<file path="src/rtl/sram_ctrl_pkg.sv">
package sram_ctrl_pkg;

  typedef enum logic [2:0] {
    ST_IDLE     = 3'd0,
    ST_RD_ACC   = 3'd1,
    ST_TURN     = 3'd2,
    ST_WR_PULSE = 3'd3,
    ST_RECOVER  = 3'd4
  } ctrl_state_e;

  // strobes from control to datapath
  typedef struct packed {
    logic accept;   // load request registers
    logic chipOn;   // both selects active
    logic readOn;   // output enable active
    logic writeOn;  // write strobe and data drivers active
    logic capture;  // sample the bus into the read register
  } strobe_t;

  function automatic int ceilCycles(input int ns, input int clkNs);
    return (ns + clkNs - 1) / clkNs;
  endfunction

  function automatic int maxOf(input int a, input int b);
    return (a > b) ? a : b;
  endfunction

endpackage

</file>
<file path="src/rtl/sram_ctrl_fsm.sv">
module sram_ctrl_fsm
  import sram_ctrl_pkg::*;
#(
  parameter int ACC_CYC  = 6,
  parameter int WR_CYC   = 4,
  parameter int TURN_CYC = 2,
  parameter int CYC_CYC  = 6,
  parameter int CNT_W    = 4
) (
  input  logic    clk,
  input  logic    rstN,
  input  logic    reqValid,
  input  logic    reqWrite,
  output logic    reqReady,
  output strobe_t strb
);

  localparam logic [CNT_W-1:0] ACC_LOAD  = CNT_W'(ACC_CYC - 1);
  localparam logic [CNT_W-1:0] WR_LOAD   = CNT_W'(WR_CYC - 1);
  localparam logic [CNT_W-1:0] TURN_LOAD = CNT_W'((TURN_CYC > 0) ? TURN_CYC - 1 : 0);
  localparam logic [CNT_W-1:0] CYC_LOAD  = CNT_W'(CYC_CYC - 1);
  localparam bit               HAS_TURN  = (TURN_CYC > 0);

  ctrl_state_e state, stateNext;
  logic [CNT_W-1:0] phaseCnt, phaseNext;
  logic [CNT_W-1:0] cycLeft;
  logic needTurn;
  logic accept, phaseDone, endOfOp;

  assign accept    = (state == ST_IDLE) && reqValid;
  assign phaseDone = (phaseCnt == '0);
  assign endOfOp   = ((state == ST_RD_ACC) || (state == ST_WR_PULSE)) && phaseDone;

  always_comb begin
    stateNext = state;
    phaseNext = phaseCnt;
    unique case (state)
      ST_IDLE: begin
        if (reqValid) begin
          if (!reqWrite) begin
            stateNext = ST_RD_ACC;
            phaseNext = ACC_LOAD;
          end else if (needTurn && HAS_TURN) begin
            stateNext = ST_TURN;
            phaseNext = TURN_LOAD;
          end else begin
            stateNext = ST_WR_PULSE;
            phaseNext = WR_LOAD;
          end
        end
      end
      ST_TURN: begin
        if (phaseDone) begin
          stateNext = ST_WR_PULSE;
          phaseNext = WR_LOAD;
        end else begin
          phaseNext = phaseCnt - 1'b1;
        end
      end
      ST_RD_ACC, ST_WR_PULSE: begin
        if (phaseDone) stateNext = (cycLeft == '0) ? ST_IDLE : ST_RECOVER;
        else           phaseNext = phaseCnt - 1'b1;
      end
      ST_RECOVER: begin
        if (cycLeft == '0) stateNext = ST_IDLE;
      end
      default: stateNext = ST_IDLE;
    endcase
  end

  always_ff @(posedge clk or negedge rstN) begin
    if (!rstN) begin
      state    <= ST_IDLE;
      phaseCnt <= '0;
      cycLeft  <= '0;
      needTurn <= 1'b0;
    end else begin
      state    <= stateNext;
      phaseCnt <= phaseNext;
      if (accept)                                 cycLeft <= CYC_LOAD;
      else if (state != ST_IDLE && cycLeft != '0) cycLeft <= cycLeft - 1'b1;
      if (state == ST_RD_ACC && phaseDone)        needTurn <= 1'b1;
      else if (state == ST_WR_PULSE)              needTurn <= 1'b0;
    end
  end

  assign reqReady     = (state == ST_IDLE);
  assign strb.accept  = accept;
  assign strb.chipOn  = (state == ST_RD_ACC) || (state == ST_WR_PULSE);
  assign strb.readOn  = (state == ST_RD_ACC);
  assign strb.writeOn = (state == ST_WR_PULSE);
  assign strb.capture = (state == ST_RD_ACC) && phaseDone;

  // checker counter: busy cycles since the last accepted request
  logic [CNT_W:0] busyCnt;
  always_ff @(posedge clk or negedge rstN) begin
    if (!rstN)                                busyCnt <= '0;
    else if (accept)                          busyCnt <= '0;
    else if (!reqReady && busyCnt != '1)      busyCnt <= busyCnt + 1'b1;
  end

  assert_busy_after_accept_R6: assert property (@(posedge clk) disable iff (!rstN)
    (reqValid && reqReady) |=> !reqReady);

  assert_cycle_min_R6: assert property (@(posedge clk) disable iff (!rstN)
    $rose(reqReady) |-> (busyCnt >= (CNT_W+1)'(CYC_CYC)));

  assert_op_end_returns_R6: assert property (@(posedge clk) disable iff (!rstN)
    endOfOp |=> !strb.chipOn);

endmodule

</file>
<file path="src/rtl/sram_ctrl_dp.sv">
module sram_ctrl_dp
  import sram_ctrl_pkg::*;
#(
  parameter int AW = 17,
  parameter int DW = 8
) (
  input  logic          clk,
  input  logic          rstN,
  input  strobe_t       strb,
  input  logic [AW-1:0] reqAddr,
  input  logic [DW-1:0] reqWdata,
  input  logic [DW-1:0] memDin,
  output logic          rspValid,
  output logic [DW-1:0] rspData,
  output logic [AW-1:0] memAddr,
  output logic          memSelN,
  output logic          memSel,
  output logic          memOeN,
  output logic          memWeN,
  output logic [DW-1:0] memDout,
  output logic          memDoutEn
);

  logic [AW-1:0] addrQ;
  logic [DW-1:0] wdataQ, rdataQ;
  logic          rspQ;

  always_ff @(posedge clk or negedge rstN) begin
    if (!rstN) begin
      addrQ  <= '0;
      wdataQ <= '0;
    end else if (strb.accept) begin
      addrQ  <= reqAddr;
      wdataQ <= reqWdata;
    end
  end

  always_ff @(posedge clk or negedge rstN) begin
    if (!rstN) begin
      rdataQ <= '0;
      rspQ   <= 1'b0;
    end else begin
      rspQ <= strb.capture;
      if (strb.capture) rdataQ <= memDin;
    end
  end

  assign memAddr   = addrQ;
  assign memSelN   = ~strb.chipOn;
  assign memSel    = strb.chipOn;
  assign memOeN    = ~strb.readOn;
  assign memWeN    = ~strb.writeOn;
  assign memDout   = wdataQ;
  assign memDoutEn = strb.writeOn;
  assign rspValid  = rspQ;
  assign rspData   = rdataQ;

  assert_rsp_single_pulse_R2: assert property (@(posedge clk) disable iff (!rstN)
    rspValid |=> !rspValid);

  assert_wdata_held_R3: assert property (@(posedge clk) disable iff (!rstN)
    (memDoutEn && $past(memDoutEn)) |-> $stable(memDout));

endmodule

</file>
<file path="src/rtl/sram_async_ctrl.sv">
module sram_async_ctrl
  import sram_ctrl_pkg::*;
#(
  parameter int AW      = 17,
  parameter int DW      = 8,
  parameter int CLK_NS  = 10,
  parameter int PULSE_NS = 40,
  parameter int SETUP_NS = 25,
  parameter int ACC_NS  = 55,
  parameter int HIZ_NS  = 20,
  parameter int CYCLE_NS = 55
) (
  input  logic          clk,
  input  logic          rstN,
  input  logic          reqValid,
  input  logic          reqWrite,
  input  logic [AW-1:0] reqAddr,
  input  logic [DW-1:0] reqWdata,
  output logic          reqReady,
  output logic          rspValid,
  output logic [DW-1:0] rspData,
  output logic [AW-1:0] memAddr,
  output logic          memSelN,
  output logic          memSel,
  output logic          memOeN,
  output logic          memWeN,
  output logic [DW-1:0] memDout,
  output logic          memDoutEn,
  input  logic [DW-1:0] memDin
);

  localparam int ACC_CYC  = maxOf(ceilCycles(ACC_NS, CLK_NS), 1);
  localparam int WR_CYC   = maxOf(maxOf(ceilCycles(PULSE_NS, CLK_NS),
                                        ceilCycles(SETUP_NS, CLK_NS)), 1);
  localparam int TURN_CYC = ceilCycles(HIZ_NS, CLK_NS);
  localparam int CYC_CYC  = maxOf(ceilCycles(CYCLE_NS, CLK_NS), 1);
  localparam int MAX_CYC  = maxOf(maxOf(ACC_CYC, WR_CYC), maxOf(TURN_CYC, CYC_CYC));
  localparam int CNT_W    = $clog2(MAX_CYC + 2);

  strobe_t strb;

  sram_ctrl_fsm #(
    .ACC_CYC (ACC_CYC),
    .WR_CYC  (WR_CYC),
    .TURN_CYC(TURN_CYC),
    .CYC_CYC (CYC_CYC),
    .CNT_W   (CNT_W)
  ) u_fsm (
    .clk     (clk),
    .rstN    (rstN),
    .reqValid(reqValid),
    .reqWrite(reqWrite),
    .reqReady(reqReady),
    .strb    (strb)
  );

  sram_ctrl_dp #(
    .AW(AW),
    .DW(DW)
  ) u_dp (
    .clk      (clk),
    .rstN     (rstN),
    .strb     (strb),
    .reqAddr  (reqAddr),
    .reqWdata (reqWdata),
    .memDin   (memDin),
    .rspValid (rspValid),
    .rspData  (rspData),
    .memAddr  (memAddr),
    .memSelN  (memSelN),
    .memSel   (memSel),
    .memOeN   (memOeN),
    .memWeN   (memWeN),
    .memDout  (memDout),
    .memDoutEn(memDoutEn)
  );

  // checker counter: cycles with output enable high
  logic [CNT_W:0] oeHighCnt;
  always_ff @(posedge clk or negedge rstN) begin
    if (!rstN)                    oeHighCnt <= '1;
    else if (!memOeN)             oeHighCnt <= '0;
    else if (oeHighCnt != '1)     oeHighCnt <= oeHighCnt + 1'b1;
  end

  assert_idle_inactive_R1: assert property (@(posedge clk) disable iff (!rstN)
    reqReady |-> (memSelN && !memSel && memOeN && memWeN && !memDoutEn));

  assert_read_strobes_R2: assert property (@(posedge clk) disable iff (!rstN)
    !memOeN |-> (!memSelN && memSel && memWeN));

  assert_drive_in_pulse_R4: assert property (@(posedge clk) disable iff (!rstN)
    memDoutEn |-> (!memWeN && !memSelN && memSel));

  assert_no_oe_in_write_R4: assert property (@(posedge clk) disable iff (!rstN)
    !memWeN |-> memOeN);

  assert_turnaround_R5: assert property (@(posedge clk) disable iff (!rstN)
    memDoutEn |-> (oeHighCnt > (CNT_W+1)'(TURN_CYC)));

  assert_addr_stable_R7: assert property (@(posedge clk) disable iff (!rstN)
    (!memSelN && $past(!memSelN)) |-> $stable(memAddr));

endmodule

</file>
<file path="config.mk">
export PLATFORM = sky130hd
export DESIGN_NAME = sram_async_ctrl
export DESIGN_NICKNAME = d
export VERILOG_FILES = /design/src/rtl/sram_ctrl_pkg.sv /design/src/rtl/sram_ctrl_fsm.sv /design/src/rtl/sram_ctrl_dp.sv /design/src/rtl/sram_async_ctrl.sv
export SDC_FILE = /design/constraint.sdc
export NUM_CORES = 1
export LEC_CHECK = 0
export CAP_MARGIN = 20
export CORE_MARGIN = 2
export CORE_UTILIZATION = 40
export CTS_BUF_LIST = sky130_fd_sc_hd__clkbuf_4 sky130_fd_sc_hd__clkbuf_8
export DETAILED_ROUTE_END_ITERATION = 10
export DONT_BUFFER_PORTS = 1
export SLEW_MARGIN = 0
export SYNTH_ARGS = -nofsm -noshare
export SYNTH_HDL_FRONTEND = slang
export SYNTH_SLANG_ARGS = --single-unit
</file>
<file path="constraint.sdc">
create_clock -name clk -period 1.9 [get_ports clk]
set_clock_uncertainty 0.15 [all_clocks]
set_input_delay 0.19 -clock clk [delete_from_list [all_inputs] [get_ports clk]]
set_output_delay 0.19 -clock clk [all_outputs]
set_load 0.01 [all_outputs]
</file>
## Yosys cells after proc, flatten, opt, wreduce, memory -nomap -nowiden

Cells that the tools add are included.

- Register bits: 44
- Input bits: 37
- Output and inout bits: 40
- Word-level logic and storage cells: 55

- $add $sub $neg: 2
- Equal/unequal tests: 9
- Multiplexer cells: 18
- Bitwise logic cells: 3
- Reductions and logical operators: 15

Operator list:

| operator | count |
|---|---|
| 3-bit 2-to-1 mux | 12 |
| 3-bit case mux with 4 select lines | 1 |
| 3-bit zero test | 3 |
| 3-bit case mux with 3 select lines | 1 |
| 3-bit nonzero test | 3 |
| 3-bit by 2-bit equality test with 1-bit output, second input constant | 2 |
| 2-bit by 1-bit != test with 1-bit output, second input constant | 3 |
| 3-bit by 1-bit subtractor with 3-bit output, second input constant | 2 |
| 2-bit != test, second input constant | 2 |
| 4-bit AND reduction | 1 |
| 2-bit nonzero test | 2 |
| 3-bit by 1-bit equality test with 1-bit output, second input constant | 1 |
| 3-bit equality test, second input constant | 1 |
| 1-bit logical AND | 3 |
| 1-bit 2-to-1 mux | 3 |
| 1-bit inverter | 3 |
| 3-bit AND reduction | 1 |
| 2-bit 2-to-1 mux | 1 |
| 2-bit OR reduction | 1 |
| 1-bit logical OR | 1 |

## Logic depth before layout (Yosys ltp)

Gate-level depths: netlist of the first run.

- Depth after elaboration: 4
- Mapped depth: 6

## By module

Synthesis of the first run repeated with hierarchy kept, for this count alone.

- Cell total of the unflattened synthesis: 148
- Area, all modules: 2026.9 um^2

By module, submodules not included:

| module | times used | cells each | area each (um^2) |
|---|---|---|---|
| sram_ctrl_dp | 1 | 76 | 1380.1 |
| sram_ctrl_fsm | 1 | 72 | 646.9 |

## Worst setup path after synthesis of the first run

Ideal clock, no wire load.

- Path type: flip-flop to flip-flop
- Start point: register u_fsm.phaseCnt[0]
- End point: register u_dp.rdataQ[0] (netlist: u_dp.rspData[0])
- Library setup time: 0.125 ns
- Arrival: 1.442 ns
- Path slack: 0.183 ns
- Stages on the path, launching flop included: 6
- Path buffers: 0
- Clock period less this slack: 1.717 ns
- Cells stage by stage: dfrtp_1 inv_1 ha_1 nor2b_1 nand3_2 mux2_2

- Cells in the longest elaborated chain, start to end: 2

Ends and longest elaborated chain:

| what | RTL line | source |
|---|---|---|
| start, declared | sram_ctrl_fsm.sv:25 | `logic [CNT_W-1:0] phaseCnt, phaseNext;` |
| start signal, assigned | sram_ctrl_fsm.sv:79 | `phaseCnt <= phaseNext;` |
| 3-bit zero test | sram_ctrl_fsm.sv:31 | `assign phaseDone = (phaseCnt == '0);` |
| 1-bit logical AND | sram_ctrl_fsm.sv:92 | `assign strb.capture = (state == ST_RD_ACC) && phaseDone;` |
| end signal, assigned | sram_ctrl_dp.sv:44 | `if (strb.capture) rdataQ <= memDin;` |
| end, declared | sram_ctrl_dp.sv:25 | `logic [DW-1:0] wdataQ, rdataQ;` |

No other way between the ends.
A chain may end at the register's enable or synchronous reset.

## Worst setup path after layout of the first run

- Start point: register u_fsm.state[2]
- End point: output port memDoutEn

- Cells in the longest elaborated chain, start to end: 1

Ends and longest elaborated chain:

| what | RTL line | source |
|---|---|---|
| start, declared | sram_ctrl_fsm.sv:24 | `ctrl_state_e state, stateNext;` |
| start signal, assigned | sram_ctrl_fsm.sv:78 | `state <= stateNext;` |
| 3-bit by 2-bit equality test with 1-bit output | n/a |  |
| end, declared | sram_async_ctrl.sv:28 | `output logic memDoutEn,` |

No other way between the ends.

==> results of run 1 <==
==> area by class of cell <==
type	count	share of cell area (%)
flip-flops and latches	44	44.7
clock buffers	8	3.95
multi-input cells	84	30.4
repair buffers	41	17.0
inverters	8	1.22
well taps	54	2.74
==> cell usage in the layout (no fill, tap or decap), types with 2 or more instances in the layout <==
cell type      Yosys  layout
o21ai_0            5       5
ha_1               4       4
nor2b_1            7       7
clkbuf_8           0       6
dlygate4sd3_1      0      35
buf_12             0       2
dfrtp_1           44      42
nor2_1             4       4
nand2_1            3       3
buf_4              1       4
clkbuf_4           0       2
a22oi_1            2       2
a21oi_1            3       3
nor3_1             3       3
dfrtp_2            0       2
mux2_2            33      33
inv_1              8       7
==> through the flow <==
step	instance area (sq um)	std cells	power [uW]	setup WS, ns
finish	2470	239	3950	0.0841
detailed placement	2000	195	3280	0.168
floorplan	1920	142	2940	0.183
global route	2470	239	4250	0.000712
CTS	2470	239	3980	0.0365
global placement	2000	195	3180	0.227
==> synth_stat cells, drive strengths merged, types with 2 or more instances <==
library cell / count
nand2: 3
nor2b: 7
nor3: 4
nor2: 4
a21oi: 3
ha: 4
a22oi: 2
or3b: 2
inv: 8
or3: 2
o21ai: 5
dfrtp: 44
nand2b: 2
buf: 6
mux2: 33
==> sequential cells by signal, summed over array words and instances (netlist names) <==
signal,flops
u_dp.rspValid,1
u_dp.memDout,8
u_dp.memAddr,17
u_fsm.state,3
u_fsm.needTurn,1
u_dp.rspData,8
u_fsm.phaseCnt,3
u_fsm.cycLeft,3
==> repair_timing <==
item,4_1_cts,5_1_grt
hold buffers,36,0
hold endpoints to repair,78,0
pin swaps,0,0
resized for setup,1,2
endpoints found under the setup margin,1,1
==> power by group <==
group	switching, uW	internal (uW)	leakage (uW)
clock	286	325	0.0000523
combinational	590	764	0.000500
sequential	572	1410	0.000524
==> per-layer routing <==
layer	vias up	wire length, microns	global-route usage, %
met5	-	0	0
met4	0	34	4.85
met3	5	226	5.08
met2	46	2180	27.7
met1	640	1450	18.6
li1	580	-	-
==> cells by family after synthesis <==
group,Yosys count,share of synthesized area [%]
AOI/OAI and AO/OA,17,5.66
adders and majority gates,4,2.60
buffers and inverters,14,4.23
DFF,44,57.2
muxes,34,19.8
and+or+nand+nor,29,10.5
==> worst reg2reg max path, stage by stage, from the launching register on <==
cell	delay, ns
dfrtp_1	0.40
inv_1	0.09
ha_1	0.20
nor2b_1	0.21
nand3_2	0.24
mux2_2	0.35
==> path summary, 6_finish.rpt <==
path                       slack, ns                 to               from  cells after the start
setup reg to reg                0.15    u_dp.rspData[0]  u_fsm.phaseCnt[0]                      5
setup / recovery                0.08          memDoutEn     u_fsm.state[2]                      5
hold / removal                  0.04  u_fsm.phaseCnt[2]           reqValid                      3
hold reg to reg                 0.37   u_fsm.cycLeft[2]   u_fsm.cycLeft[2]                      1
max in group asynchronous       1.14     u_fsm.state[0]               rstN                      2
min in group asynchronous       0.25     u_fsm.state[2]               rstN                      2
==> impl_metrics.yaml, run 1 <==
synth:
  synth-seq-cells: 44
  syn_area_per_cell_sq_um: 13.6
  synth_warnings: 0
  yosysTopAreaCell: "dfrtp_1"
  synth_nets: 183
  synth_enable_flop_cells: 0
  synth_cell_types: 34
  synth-async-reset-ratio_pct: 100
  synthesis.instances: 142
  synth_top_flop_cell: "dfrtp_1"
  ys_seq_area_share_pct: 57.2
  synth_top_area_share_pct: 57.2
  yosys-top-cells-area: "dfrtp_1 57%, mux2_2 19%, ha_1 2.6%, nor2b_1 2.3%, buf_6 1.8%"
  synth_area_sq_mm: 0.00192
routing:
  drc: 0
  firstDrtPassIters: 4
  wirelength_microns: 3890
  viasPerCell: 5.32
  post_drt_wl_per_cell_microns: 16.3
  drt_iter0_drc: 48
  ant_nets: 0
  via_count: 1271
sta:
  setup_viol: 0
  maxSlewHeadroom_pct: 66.9
  worst_pin_slew_ns: 0.485
  finalHoldViolCount: 0
  timing.fmax_ghz: 0.551
  rsz0062_at_grt: "false"
  holdWs_ns: 0.0449
  finalMaxSlewViolations: 0
  finalCriticalPeriod_ns: 1.82
  setup_tns_ns: 0
  post-route-period-util_pct: 95.6
cts:
  clkTransAtPathRegs_ns: 0.08
  cts_setup_buffers: 0
  clock_latency_ns: 0.29
  cts_max_level: 2
  cts_buffers: 5
  cts.sinks: 44
  cts_max_path_buffers: 2
  cts_root_buf: "clkbuf_8"
  cts_tree: "done"
global_routing:
  grt_max_degree: 45
  grt_pass1_vias: 1360
  overflow: 0
  grt_use_total_pct: 15.9
  grt_antenna_before_repair: 0
  grt_pass1_wl_microns: 6470
critical_path:
  cp.arrival_ns: 1.48
  worstPathCellList: "nand2b_4, inv_1, buf_4, nand2_1, inv_2"
  path_class: "reg -> out"
  crit_fanout: 10
  end_kind: "output pin"
  crit_buf_inv: 3
  crit_required_ns: 1.56
  start_kind: "register"
  cp_slowest_stage_delay_ns: 0.49
  critical_path.top_delay_family: "flip-flops"
  critPathSlowestCell: "dfrtp_2"
die:
  core_sq_mm: 0.00469
  fp.dieH_microns: 73.4
  io_pins: 77
  start_util_pct: 41.0
  dieWidth_microns: 73.4
  die_area_sq_mm: 0.00538
  rows: 25
finish:
  fill_cells: 412
  area_growth_pct: 28.3
  final_util_pct: 52.6
  register_area_sq_mm: 0.00110
  drive_gt1_share_pct: 30.8
  antennaDiodeCount: 0
  nNetsFinal: 225
  multi_input_area_sq_um: 751
flow_run:
  cap_violations: 0
placed_design:
  globalplace.congestion: 0.713
  dp_hpwl_microns: 2650
  port_buffers: 0
power_and_ir_drop:
  power.leakage_uw: 0.00108
  p_per_area_mw_per_mm2: 1600
  irDropWorstVdd_mv: 0.730
worst_hold_path:
  hp-class: "in -> reg"
status:
  status: "complete, no violations"
Note: power is estimated with default switching activity, not from simulation.
==> inputs of run 2 (changes only) <==
CORE_ASPECT_RATIO = 0.7   (was unset)
CTS_CLUSTER_SIZE = 8   (was unset)
GPL_TIMING_DRIVEN = 0   (was unset)
==> impl_metrics.yaml, run 2 (synthesis results as in run 1) <==
die:
  core_sq_mm: 0.00470
  dieWidth_microns: 86.9
  die_area_sq_mm: 0.00539
  fp.dieH_microns: 62.0
  start_util_pct: 40.9
  rows: 21
  io_pins: 77
power_and_ir_drop:
  power.leakage_uw: 0.00109
  p_total_uw: 3950
  irDropWorstVdd_mv: 0.742
  p_per_area_mw_per_mm2: 1590
cts:
  cts_max_level: 2
  cts.sinks: 44
  clkTransAtPathRegs_ns: 0.08
  cts_buffers: 5
  cts_root_buf: "clkbuf_8"
  clock_latency_ns: 0.28
  cts_max_path_buffers: 2
  cts_tree: "done"
routing:
  ant_nets: 0
  drc: 0
  post_drt_wl_per_cell_microns: 15.1
  via_count: 1232
  wl_met3_microns: 241
  viasPerCell: 5.03
  drt_iter0_drc: 72
  top_layer: "met3"
  wl_met2_microns: 1870
  wl_met1_microns: 1590
  firstDrtPassIters: 4
  wirelength_microns: 3700
critical_path:
  start_kind: "register"
  r2r_setup_slack_ns: 0.11
  cp.arrival_ns: 1.81
  reg2reg_depth: 5
  end_kind: "register"
  path_class: "reg -> reg"
  r2r-start: "u_fsm.phaseCnt[0]"
  crit_fanout: 9
  crit_required_ns: 1.92
  r2r-end: "u_dp.rspData[7]"
flow_run:
  cap_violations: 0
placed_design:
  preCtsSetupSlack_ns: -0.0990
  port_buffers: 0
  place_inst: 199
  placed_area_sq_mm: 0.00200
  dp_hpwl_microns: 2470
  globalplace.congestion: 0.735
sta:
  timing.fmax_ghz: 0.559
  post-route-period-util_pct: 94.2
  maxSlewHeadroom_pct: 64.9
  finalCriticalPeriod_ns: 1.79
  worst_pin_slew_ns: 0.523
  setup_viol: 0
  setup_ws_ns: 0.111
  finalMaxSlewViolations: 0
  rsz0062_at_grt: "false"
  finalHoldViolCount: 0
finish:
  final_util_pct: 53.0
  largest_reg_flops: 17
  area_growth_pct: 29.5
  nNetsFinal: 228
  final_common_cell: "dfrtp_1"
  antennaDiodeCount: 0
  finalNonFillerCells: 245
  drive_gt1_share_pct: 31.4
  fin_area_sq_mm: 0.00249
  fill_cells: 384
  final_cell_mix: "44 x dfrtp_1, 35 x dlygate4sd3_1, 33 x mux2_2"
worst_hold_path:
  holdPathStages: 3
  hp-class: "in -> reg"
  min_from: "reqValid"
  hold_end: "u_fsm.phaseCnt[2]"
global_routing:
  overflow: 0
  grt_max_degree: 45
  grt_use_total_pct: 14.4
  grt_pass1_wl_microns: 5780
  grt_pass1_vias: 1274
  grt_antenna_before_repair: 0
status:
  status: "complete, no violations"
run 2: stage by stage:
stage / hold slack [ns] / TNS (ns)
floorplan: -0.256 / 0
global placement: -0.255 / -0.606
detailed placement: -0.255 / -0.748
CTS: 0.0353 / 0
global route: 0.0525 / 0
finish: 0.0529 / 0
run 2: report_power, final:
part	internal, uW	switching [uW]	total [uW]
sequential	1410	486	1900
clock	325	293	618
combinational	775	663	1440
run 2: critical path, stage by stage (launching register included):
cell	delay [ns]
dfrtp_1	0.40
inv_1	0.09
ha_1	0.23
nor2b_4	0.24
nand3_2	0.23
mux2_2	0.34
run 2: how the worst max path moves through the flow:
stage	start	end	depth (start not counted)
2_1_floorplan	u_fsm.phaseCnt[0]	u_dp.rspData[0]	5
3_3_place_gp	u_fsm.phaseCnt[0]	u_dp.rspData[1]	5
3_5_place_dp	u_fsm.phaseCnt[0]	u_dp.rspData[7]	5
4_1_cts	u_fsm.state[2]	memDoutEn	5
5_1_grt	u_fsm.phaseCnt[0]	u_dp.rspData[3]	5
6_report	u_fsm.phaseCnt[0]	u_dp.rspData[7]	5
run 2: area by class of cell:
type / instances / area, sq um / share of cell area (%)
Buffer: 6 / 53.8 / 2.16
Clock buffer: 8 / 97.6 / 3.92
Inverter: 8 / 33.8 / 1.36
Multi-Input combinational cell: 84 / 749 / 30.1
Sequential cell: 44 / 1100 / 44.2
Tap cell: 57 / 71.3 / 2.86
Timing Repair Buffer: 38 / 385 / 15.5
run 2: timing repair:
action,in CTS,in global routing
hold buffers,36,0
resized for setup,1,3
buffers inserted,0,2
endpoints found under the hold margin,78,0
endpoints found under the setup margin,8,24
run 2: metal layers:
layer / vias to the layer above / global-route usage [%]
met5: - / 0
met4: 0 / 3.35
met3: 0 / 5.28
met2: 48 / 25.0
met1: 603 / 17.5
li1: 581 / -
